<file path="src/rtl/crc16_pkg.sv">
package crc16_pkg;

    // Operation applied to the shared register in one cycle
    typedef enum logic [1:0] {
        OP_HOLD  = 2'd0,
        OP_FEED  = 2'd1,
        OP_SHIFT = 2'd2,
        OP_SEED  = 2'd3
    } crc_op_e;

    // Latched outcome of the residual comparison
    typedef struct packed {
        logic valid;
        logic match;
    } verdict_t;

    // Priority: packet start, then shift-out, then data feed
    function automatic crc_op_e decode_op(input logic sop,
                                          input logic bit_vld,
                                          input logic crc_shift);
        crc_op_e op;
        if (sop)
            op = OP_SEED;
        else if (bit_vld && crc_shift)
            op = OP_SHIFT;
        else if (bit_vld)
            op = OP_FEED;
        else
            op = OP_HOLD;
        return op;
    endfunction

endpackage

</file>
<file path="src/rtl/crc16_in_mux.sv">
module crc16_in_mux (
    input  logic dir_tx,
    input  logic tx_bit,
    input  logic rx_bit,
    output logic sel_bit
);
    // Direction picks which serial stream reaches the register
    always_comb sel_bit = dir_tx ? tx_bit : rx_bit;
endmodule

</file>
<file path="src/rtl/crc16_lfsr.sv">
module crc16_lfsr
    import crc16_pkg::*;
#(
    parameter int          W    = 16,
    parameter logic [W-1:0] POLY = 16'h8005,
    parameter logic [W-1:0] SEED = 16'hFFFF
) (
    input  logic         clk,
    input  logic         rst,
    input  crc_op_e      op,
    input  logic         din,
    output logic [W-1:0] state
);
    localparam int MSB = W - 1;

    logic         fb;
    logic [W-1:0] nxt_feed;
    logic [W-1:0] nxt_shift;

    assign fb = din ^ state[MSB];

    // One Galois step: each tap bit takes the feedback XOR
    genvar i;
    generate
        for (i = 0; i < W; i++) begin : g_tap
            if (i == 0) begin : g_lsb
                assign nxt_feed[i]  = fb & POLY[i];
                assign nxt_shift[i] = 1'b0;
            end else begin : g_mid
                assign nxt_feed[i]  = state[i-1] ^ (fb & POLY[i]);
                assign nxt_shift[i] = state[i-1];
            end
        end
    endgenerate

    always_ff @(posedge clk) begin
        if (rst) begin
            state <= SEED;
        end else begin
            unique case (op)
                OP_SEED:  state <= SEED;
                OP_FEED:  state <= nxt_feed;
                OP_SHIFT: state <= nxt_shift;
                default:  state <= state;
            endcase
        end
    end

    assert_seed_R1: assert property (@(posedge clk) disable iff (rst)
        op == OP_SEED |=> state == SEED);

    assert_hold_R4: assert property (@(posedge clk) disable iff (rst)
        op == OP_HOLD |=> $stable(state));

    assert_shift_R6: assert property (@(posedge clk) disable iff (rst)
        op == OP_SHIFT |=> (state[MSB:1] == $past(state[MSB-1:0])) && !state[0]);

    // With no feedback the feed step must be a plain shift
    assert_nofb_R2: assert property (@(posedge clk) disable iff (rst)
        (op == OP_FEED && (din == state[MSB])) |=> state[MSB:1] == $past(state[MSB-1:0]));

endmodule

</file>
<file path="src/rtl/crc16_verdict.sv">
module crc16_verdict
    import crc16_pkg::*;
#(
    parameter int           W        = 16,
    parameter logic [W-1:0] RESIDUAL = 16'h800D
) (
    input  logic         clk,
    input  logic         rst,
    input  logic         sop,
    input  logic         eod,
    input  logic [W-1:0] state,
    output logic         good,
    output logic         bad
);
    verdict_t v_q;

    always_ff @(posedge clk) begin
        if (rst || sop) begin
            v_q <= '0;
        end else if (eod) begin
            v_q.valid <= 1'b1;
            v_q.match <= (state == RESIDUAL);
        end
    end

    assign good = v_q.valid &  v_q.match;
    assign bad  = v_q.valid & ~v_q.match;

    assert_clear_R8: assert property (@(posedge clk) disable iff (rst)
        sop |=> !good && !bad);

    assert_onehot_R7: assert property (@(posedge clk) disable iff (rst)
        (eod && !sop) |=> (good != bad));

    assert_keep_R8: assert property (@(posedge clk) disable iff (rst)
        (!sop && !eod) |=> $stable({good, bad}));

endmodule

</file>
<file path="src/rtl/crc16_serial_unit.sv">
module crc16_serial_unit
    import crc16_pkg::*;
#(
    parameter int           W        = 16,
    parameter logic [W-1:0] POLY     = 16'h8005,
    parameter logic [W-1:0] SEED     = 16'hFFFF,
    parameter logic [W-1:0] RESIDUAL = 16'h800D
) (
    input  logic clk,
    input  logic rst,
    input  logic sop,
    input  logic bit_vld,
    input  logic dir_tx,
    input  logic tx_bit,
    input  logic rx_bit,
    input  logic crc_shift,
    input  logic eod,
    output logic crc_out,
    output logic good,
    output logic bad
);
    crc_op_e      op;
    logic         sel_bit;
    logic [W-1:0] state;

    assign op = decode_op(sop, bit_vld, crc_shift);

    crc16_in_mux u_mux (
        .dir_tx (dir_tx),
        .tx_bit (tx_bit),
        .rx_bit (rx_bit),
        .sel_bit(sel_bit)
    );

    crc16_lfsr #(.W(W), .POLY(POLY), .SEED(SEED)) u_lfsr (
        .clk  (clk),
        .rst  (rst),
        .op   (op),
        .din  (sel_bit),
        .state(state)
    );

    crc16_verdict #(.W(W), .RESIDUAL(RESIDUAL)) u_verdict (
        .clk  (clk),
        .rst  (rst),
        .sop  (sop),
        .eod  (eod),
        .state(state),
        .good (good),
        .bad  (bad)
    );

    // Check value leaves inverted, top bit first
    assign crc_out = ~state[W-1];

    // The shifted-out bit must be the inverted former second bit
    assert_out_R5: assert property (@(posedge clk) disable iff (rst)
        (op == OP_SHIFT) |=> crc_out == !$past(state[W-2]));

endmodule

</file>
<file path="config.mk">
export PLATFORM = sky130hd
export DESIGN_NAME = crc16_serial_unit
export DESIGN_NICKNAME = d
export VERILOG_FILES = /design/src/rtl/crc16_pkg.sv /design/src/rtl/crc16_in_mux.sv /design/src/rtl/crc16_lfsr.sv /design/src/rtl/crc16_verdict.sv /design/src/rtl/crc16_serial_unit.sv
export SDC_FILE = /design/constraint.sdc
export NUM_CORES = 1
export LEC_CHECK = 0
export ABC_CLOCK_PERIOD_IN_PS = 3240
export BUFFER_PORTS_ARGS = -buffer_cell sky130_fd_sc_hd__buf_4
export CORE_MARGIN = 2
export CORE_UTILIZATION = 56
export DETAILED_ROUTE_END_ITERATION = 10
export HOLD_SLACK_MARGIN = 0.03
export PLACE_DENSITY_LB_ADDON = 0.08
export SLEW_MARGIN = 20
export SYNTH_ARGS = -nofsm -noshare
export SYNTH_HDL_FRONTEND = slang
export SYNTH_SLANG_ARGS = --single-unit
</file>
<file path="constraint.sdc">
create_clock -name clk -period 3.24 [get_ports clk]
set_input_delay 0.648 -clock clk [delete_from_list [all_inputs] [get_ports clk]]
set_output_delay 0.648 -clock clk [all_outputs]
set_load 0.01 [all_outputs]
</file>
# After elaboration in Yosys (flattened, before gate mapping)
# Index checks and enable logic that the tools add are counted.
# Widths: inputs -> output; s select.
# classes
n_eq_ne,4
bitwise_logic,7
reduce_logical,3
n_mux,5
# ops
operator,n
$pmux 16 s3,1
$eq 16x16->1 const B,1
$eq 2x2->1 const B,2
$mux 2,2
$reduce_bool 3->1,1
$xor 1x1->1,3
$and 1x1->1,2
$eq 2x1->1 const B,1
$mux 1,2
$not 1->1,2
$logic_and 1x1->1,1
$logic_or 1x1->1,1
# totals
out_inout_bits,3
in_bits,9
regBits,18

# Depth between registers and ports, before layout
# Gate-level depths: netlist (run 1).
# logic_depth
depth_word,5
depth_mapped,4
ltp_nobuf,4

# Hierarchy
# From an unflattened synthesis (run 1), not the netlist that was laid out.
# unflattened
hier_cells,105
area_unflattened_um2,1024.7
# modules_own_cells
mod,seq_area_each_um2,cells_per_inst,area_per_inst_um2,instances
crc16_lfsr,320.3,87,849.6,1
crc16_verdict,40.0,13,136.4,1
crc16_serial_unit,0.0,4,23.8,1
crc16_in_mux,0.0,1,15.0,1

# Least setup slack after synthesis (run 1)
# Ideal clock, no wire load.
# synth_path
path_type,in2reg
start,input port dir_tx
end,register u_lfsr.state[15]
setup_ps,131
arrival_time_ps,1482
path_buffers,0
required_ps,3109
cell_stages,4
setup_slack_ps,1627
path_cell_list,mux2i_1 > mux2_4 > nor4bb_1 > a221oi_1
# synth_via
elab_chain_len,4
# synth_lines
item,line,rtl
"start, declared",crc16_serial_unit.sv:13,"input logic dir_tx,"
$mux 1,crc16_in_mux.sv:8,always_comb sel_bit = dir_tx ? tx_bit : rx_bit;
$xor 1x1->1,crc16_lfsr.sv:20,assign fb = din ^ state[MSB];
$xor 1x1->1,crc16_lfsr.sv:30,assign nxt_feed[i] = state[i-1] ^ (fb & POLY[i]);
$pmux 16 s3,crc16_lfsr.sv:40,unique case (op)
"end signal, assigned",crc16_lfsr.sv:42,OP_FEED: state <= nxt_feed;
"end signal, assigned",crc16_lfsr.sv:43,OP_SHIFT: state <= nxt_shift;
"end signal, assigned",crc16_lfsr.sv:44,default: state <= state;
"end, declared",crc16_lfsr.sv:12,output logic [W-1:0] state
# Every way passes these cells.
# A chain may end at the register's enable or synchronous reset.

# Final worst setup path (run 1)
# layout_path
start,register u_verdict.v_q[0] (netlist name)
end,output port good
# layout_via
elab_chain_len,1
# layout_lines
item,line,rtl
"start, declared",crc16_verdict.sv:15,verdict_t v_q;
$and 1x1->1,crc16_verdict.sv:26,assign good = v_q.valid & v_q.match;
"end, declared",crc16_serial_unit.sv:19,"output logic good,"
# Every way passes these cells.

==> results.cfg, run 1 <==
[outcome]
status = finished, final reports clean

[timing]
finalHoldViolCount = 0
setup_tns_ps = 0
slew-limit-headroom_pct = 82.1
clock.fmax_mhz = 645
finalCritPeriodShare_pct = 47.8
rsz0062_at_grt = no
period_needed_ps = 1550
tightest_slew_ps = 269
fin_ws_ps = 1690
slew_violations = 0
finalSetupViolations = 0
fin_skew_ps = 0.936

[drt]
postRouteAntennaNets = 0
first_iter_violations = 5
dr.pass1.iters = 3
vias = 530
avgRoutedWirePerCell_um = 12.1
drc = 0
viasPerCell = 5.25
routed_wl_um = 1220

[yosys]
synthCells = 74
ys_types = 20
avgSynthCellArea_sq_um = 10.2
ys_seq_elements = 18
syn_area_sq_um = 756
syn_nets = 83
ys_seq_area_share_pct = 47.7
yosys_warnings = 0

[cts]
ctsResizeCount = 0
clockBufferDepth = 2
cts_tree = done
htreeDepth = 1
cts-root-buf = clkbuf_4
cts.sink_count = 18
post_cts_buffers = 0
ctsHoldBuffers = 0
clk_latency_ps = 280
clk_pin_slew_ps = 90
cts_buffers = 3

[floorplan]
core_area_sq_um = 1280
ios = 12
num_rows = 13
start_util_pct = 58.8
fp.dieArea_sq_um = 1660
fp.dieW_um = 40.7
die_y_um = 40.7

[global_route]
track_usage_pct = 17.5
grt_max_degree = 22
grt_pass1_vias = 446
gr-total-overflow = 0
antenna_found_initial = 0
grt_pass1_wl_um = 1910

[pwr]
ir_worst_vdd_uv = 222
p_leak_nw = 0.393
power_density_nw_per_um2 = 444

[final_layout]
finalNetCount = 96
layout.cells.non_filler = 101
n_fill_cell = 118
num_antenna_cells = 0
fin_util_pct = 68.3
syn2layout_area_growth_pct = 16.1
drive_above_1_share_pct = 19.8

[critical_path]
cp-end-kind = output pin
startpoint_type = flip-flop
cp.arrival_ps = 900
cp_data_required_time_ps = 2590
critical_path.max_fanout = 3
crit_type = flip-flop to output pin

[flow_run]
cap_viol_max_count = 0

[place]
dpl.cell_count = 97
pre_cts_slack_ps = 1470
post-dp-hpwl_um = 870
gp_congestion = 0.688
port_buffers = 11

[min_path]
min_path_type = flip-flop to flip-flop
-- power breakdown --
group	total, W	internal, W	switching (W)
clock network	0.000132	0.0000684	0.0000637
logic	0.0000321	0.0000178	0.0000142
registers	0.000225	0.000223	0.00000169
-- metal layers --
| metal | GRT usage [%] | wire, um |
|---|---|---|
| met4 | 5.00 | 10 |
| met3 | 4.89 | 43 |
| met1 | 23.5 | 599 |
| met2 | 27.4 | 565 |
| met5 | 0 | 0 |
-- stage by stage --
step	instance area [sq um]	hold WS (ps)	power, W
floorplan	756	446	0.000251
global placement	841	457	0.000262
detailed placement	841	475	0.000262
CTS	877	498	0.000395
global route	877	501	0.000409
finish	877	493	0.000389
-- cells in the mapped netlist --
library cell	instances	area [sq um]
inv_1	1	3.75
nand2_1	14	52.6
o21a_1	1	7.51
nor2_1	4	15.0
buf_4	2	15.0
a221oi_1	2	17.5
clkbuf_1	1	3.75
buf_2	1	5.00
nor4_1	1	6.26
mux2_4	1	15.0
and2b_1	1	7.51
mux2i_1	16	160
and2_1	1	6.26
and4_1	1	8.76
nor3_1	1	5.00
nor4b_1	2	17.5
nor2b_1	1	6.26
nor4bb_1	3	30.0
dfxtp_1	18	360
and3_1	2	12.5
-- final timing paths --
kind / from / endpoint / slack (ps) / depth (start not counted)
min: u_verdict.v_q[1] / u_verdict.v_q[1] / 490 / 1
max reg2reg: u_lfsr.state[15] / u_lfsr.state[15] / 1970 / 4
max: u_verdict.v_q[0] / good / 1690 / 2
min reg2reg: u_verdict.v_q[1] / u_verdict.v_q[1] / 490 / 1
-- kinds of logic after synthesis --
kind of cell | Yosys count | synth area share (%)
AO/OA/AOI/OAI | 3 | 3.31
buffers and inverters | 5 | 3.64
flip-flops | 18 | 47.7
multiplexers | 17 | 23.2
AND/OR/NAND/NOR | 31 | 22.2
-- flip-flops by register name (all words and copies together) (netlist names) --
name,count
u_lfsr.state,16
u_verdict.v_q,2
-- cell usage in the layout, fill, tap and decap left out, drive strengths merged --
master,instances
nor4bb,3
and2b,1
mux2,1
nor4,1
and3,2
nor2,4
and2,1
nor3,1
nor4b,2
and4,1
a221oi,2
mux2i,16
nand2,14
inv,1
buf,12
o21a,1
clkbuf,4
dfxtp,18
nor2b,1
-- worst max-delay path, cell delays in order, from the launching register on --
cell and delay, ps:
dfxtp_1 330, and2_1 150, buf_4 130
-- area by class of cell --
class | instances | area (sq um) | share of cell area (%)
Clock buffer | 4 | 36.3 | 4.14
Inverter | 1 | 3.75 | 0.428
Multi-Input combinational cell | 51 | 368 | 41.9
Sequential cell | 18 | 360 | 41.1
Tap cell | 15 | 18.8 | 2.14
Timing Repair Buffer | 12 | 90.1 | 10.3
(Power assumes the default switching activity.)
==> run 2: changes to the inputs <==
- ABC_AREA: default -> 1
- ABC_CLOCK_PERIOD_IN_PS: 3240 -> 1500
- CORE_UTILIZATION: 56 -> 51
- clock period: 3.24 -> 1.5 ns (I/O delays scaled with it)
==> run 2 against run 1 <==
Via count rose by 22%; sequential power rose by 120%; global-route usage rose by 1.3 points; critical path depth rose by 1; non-clock buffer count did not move; power rose by 120%; clock skew rose by 7.9 ps; setup slack got worse by 1400 ps; register-to-register slack got worse by 1600 ps; area after synthesis fell by 4.8%; first-iteration DRC count rose to 3.4 times the previous value; largest power group unchanged.
==> results.cfg, run 2 <==
[cts]
clockBufferDepth = 2
cts.sink_count = 18
ctsResizeCount = 0
post_cts_buffers = 0
cts_tree = done
htreeDepth = 1
cts-root-buf = clkbuf_4
cts_buffers = 3
clk_pin_slew_ps = 100
clk_latency_ps = 290
ctsHoldBuffers = 0

[critical_path]
cp_slowest_cell = dfxtp_1
rr_startpoint = u_lfsr.state[15]
slowest_delay_ps = 360
crit_type = flip-flop to output pin
startpoint_type = flip-flop
critical_path.max_fanout = 3
cp_data_required_time_ps = 1200
path_cells = inv_1 > nor2_1 > buf_4
rr_worst_depth = 6
cp.arrival_ps = 900
cp-end-kind = output pin
timing.rr.end = u_lfsr.state[0]
reg2reg_slack_ps = 370

[yosys]
yosysMostFrequentCell = nand2_1
ys.flop_type = dfxtp_1
synth_edf_count = 0
syn_nets = 104
synth.area.top_cells = dfxtp_1 (50%), nand2_1 (14%), o22ai_1 (11%)
syn_area_sq_um = 719
ys_seq_elements = 18
synth_top_cell_area_share_pct = 50.1
ys_seq_area_share_pct = 50.1
yosysTopAreaCell = dfxtp_1
yosys_warnings = 0
synthCells = 95
yosys-top-cells-count = nand2_1 (27), dfxtp_1 (18), o22ai_1 (13)
ys_types = 16
avgSynthCellArea_sq_um = 7.57
ys_async_sr_fraction_pct = 0

[drt]
viasPerCell = 5.26
dr.pass1.iters = 4
postRouteAntennaNets = 0
first_iter_violations = 17
routed_wl_um = 1390
avgRoutedWirePerCell_um = 11.3
drc = 0
vias = 647

[floorplan]
num_rows = 13
die_y_um = 41.6
fp.dieW_um = 41.6
core_area_sq_um = 1320
start_util_pct = 54.6
ios = 12
fp.dieArea_sq_um = 1730

[final_layout]
final_common_cell = nand2_1
largest_register_ffs = 16
final_area_sq_um = 851
multi_input_area_sq_um = 304
n_fill_cell = 116
ff_latch_area_sq_um = 360
final_cell_mix = nand2_1 (27), dfxtp_1 (18), o22ai_1 (13)
syn2layout_area_growth_pct = 18.3
num_antenna_cells = 0
finalNetCount = 118
regMostFlops = u_lfsr.state
drive_above_1_share_pct = 15.7
reg_top3 = u_lfsr.state x16, u_verdict.v_q x2

[timing]
finalHoldViolCount = 0
hold_ws_ps = 185
finalSetupViolations = 0
tightest_slew_ps = 485
clock.fmax_mhz = 833
rsz0062_at_grt = no
slew-limit-headroom_pct = 67.6
period_needed_ps = 1200
setup_tns_ps = 0
finalCritPeriodShare_pct = 80.1
slew_violations = 0
fin_skew_ps = 8.82

[min_path]
hp-start = eod
holdPathStages = 2
min_path_type = primary input to flip-flop
holdPathEnd = u_verdict.v_q[0]

[flow_run]
cap_viol_max_count = 0

[global_route]
track_usage_pct = 18.8
grt_pass1_vias = 586
antenna_found_initial = 0
grt_max_degree = 17
gr-total-overflow = 0
grt_pass1_wl_um = 2500

[outcome]
status = finished, final reports clean

[place]
port_buffers = 11
place_area_sq_um = 815
post-dp-hpwl_um = 1010
gp_congestion = 0.791

[pwr]
p_leak_nw = 0.387
ir_worst_vdd_uv = 862
power_density_nw_per_um2 = 997
[run 2: per-stage QoR]
stage / utilization [%] / std cells / worst slack, ps / power, W
after floorplan: - / 95 / 537 / 0.000542
final: 64.6 / 123 / 299 / 0.000849
after global placement: 61.8 / 119 / 269 / 0.000573
after detailed placement: 61.8 / 119 / 244 / 0.000575
after CTS: 64.6 / 123 / 285 / 0.000860
after global routing: 64.6 / 123 / 207 / 0.000895
[run 2: final cells by class]
class | instances | share of cell area, %
Clock buffer | 4 | 4.26
Inverter | 11 | 4.85
Multi-Input combinational cell | 63 | 35.7
Sequential cell | 18 | 42.4
Tap cell | 15 | 2.21
Timing Repair Buffer | 12 | 10.6
[run 2: logic make-up after synthesis]
group	after synthesis	share of synthesized area, %
simple gates	45	26.6
flops	18	50.1
compound gates	18	15.7
buf+inv	14	7.65
[run 2: power by group]
group          switching, W  total (W)  internal, W
Clock              0.000136   0.000284     0.000148
Combinational     0.0000451  0.0000765    0.0000313
Sequential       0.00000409   0.000488     0.000484
Total              0.000186   0.000849     0.000663
[run 2: how the worst max path moves through the flow]
stage,start,endpoint,slack [ps],cells past startpoint
3_3_place_gp,sop,u_lfsr.state[2],270,6
2_1_floorplan,u_lfsr.state[15],u_lfsr.state[15],540,6
3_5_place_dp,sop,u_lfsr.state[2],240,6
5_1_grt,u_lfsr.state[15],u_lfsr.state[0],210,6
4_1_cts,u_verdict.v_q[1],bad,280,3
6_report,u_verdict.v_q[1],bad,300,3
[run 2: worst max-delay path: cells and delay by family, from the launching register on]
| kind | cells | cell delay [ps] |
|---|---|---|
| buffers and inverters | 2 | 170 |
| flip-flops | 1 | 360 |
| AND/OR/NAND/NOR | 1 | 80 |
[run 2: layer usage]
metal / GRT usage, % / part of all wire [%]
met1: 23.8 / 48
met2: 28.7 / 47
met3: 6.96 / 4.2
met4: 7.74 / 0.86
met5: 0 / 0
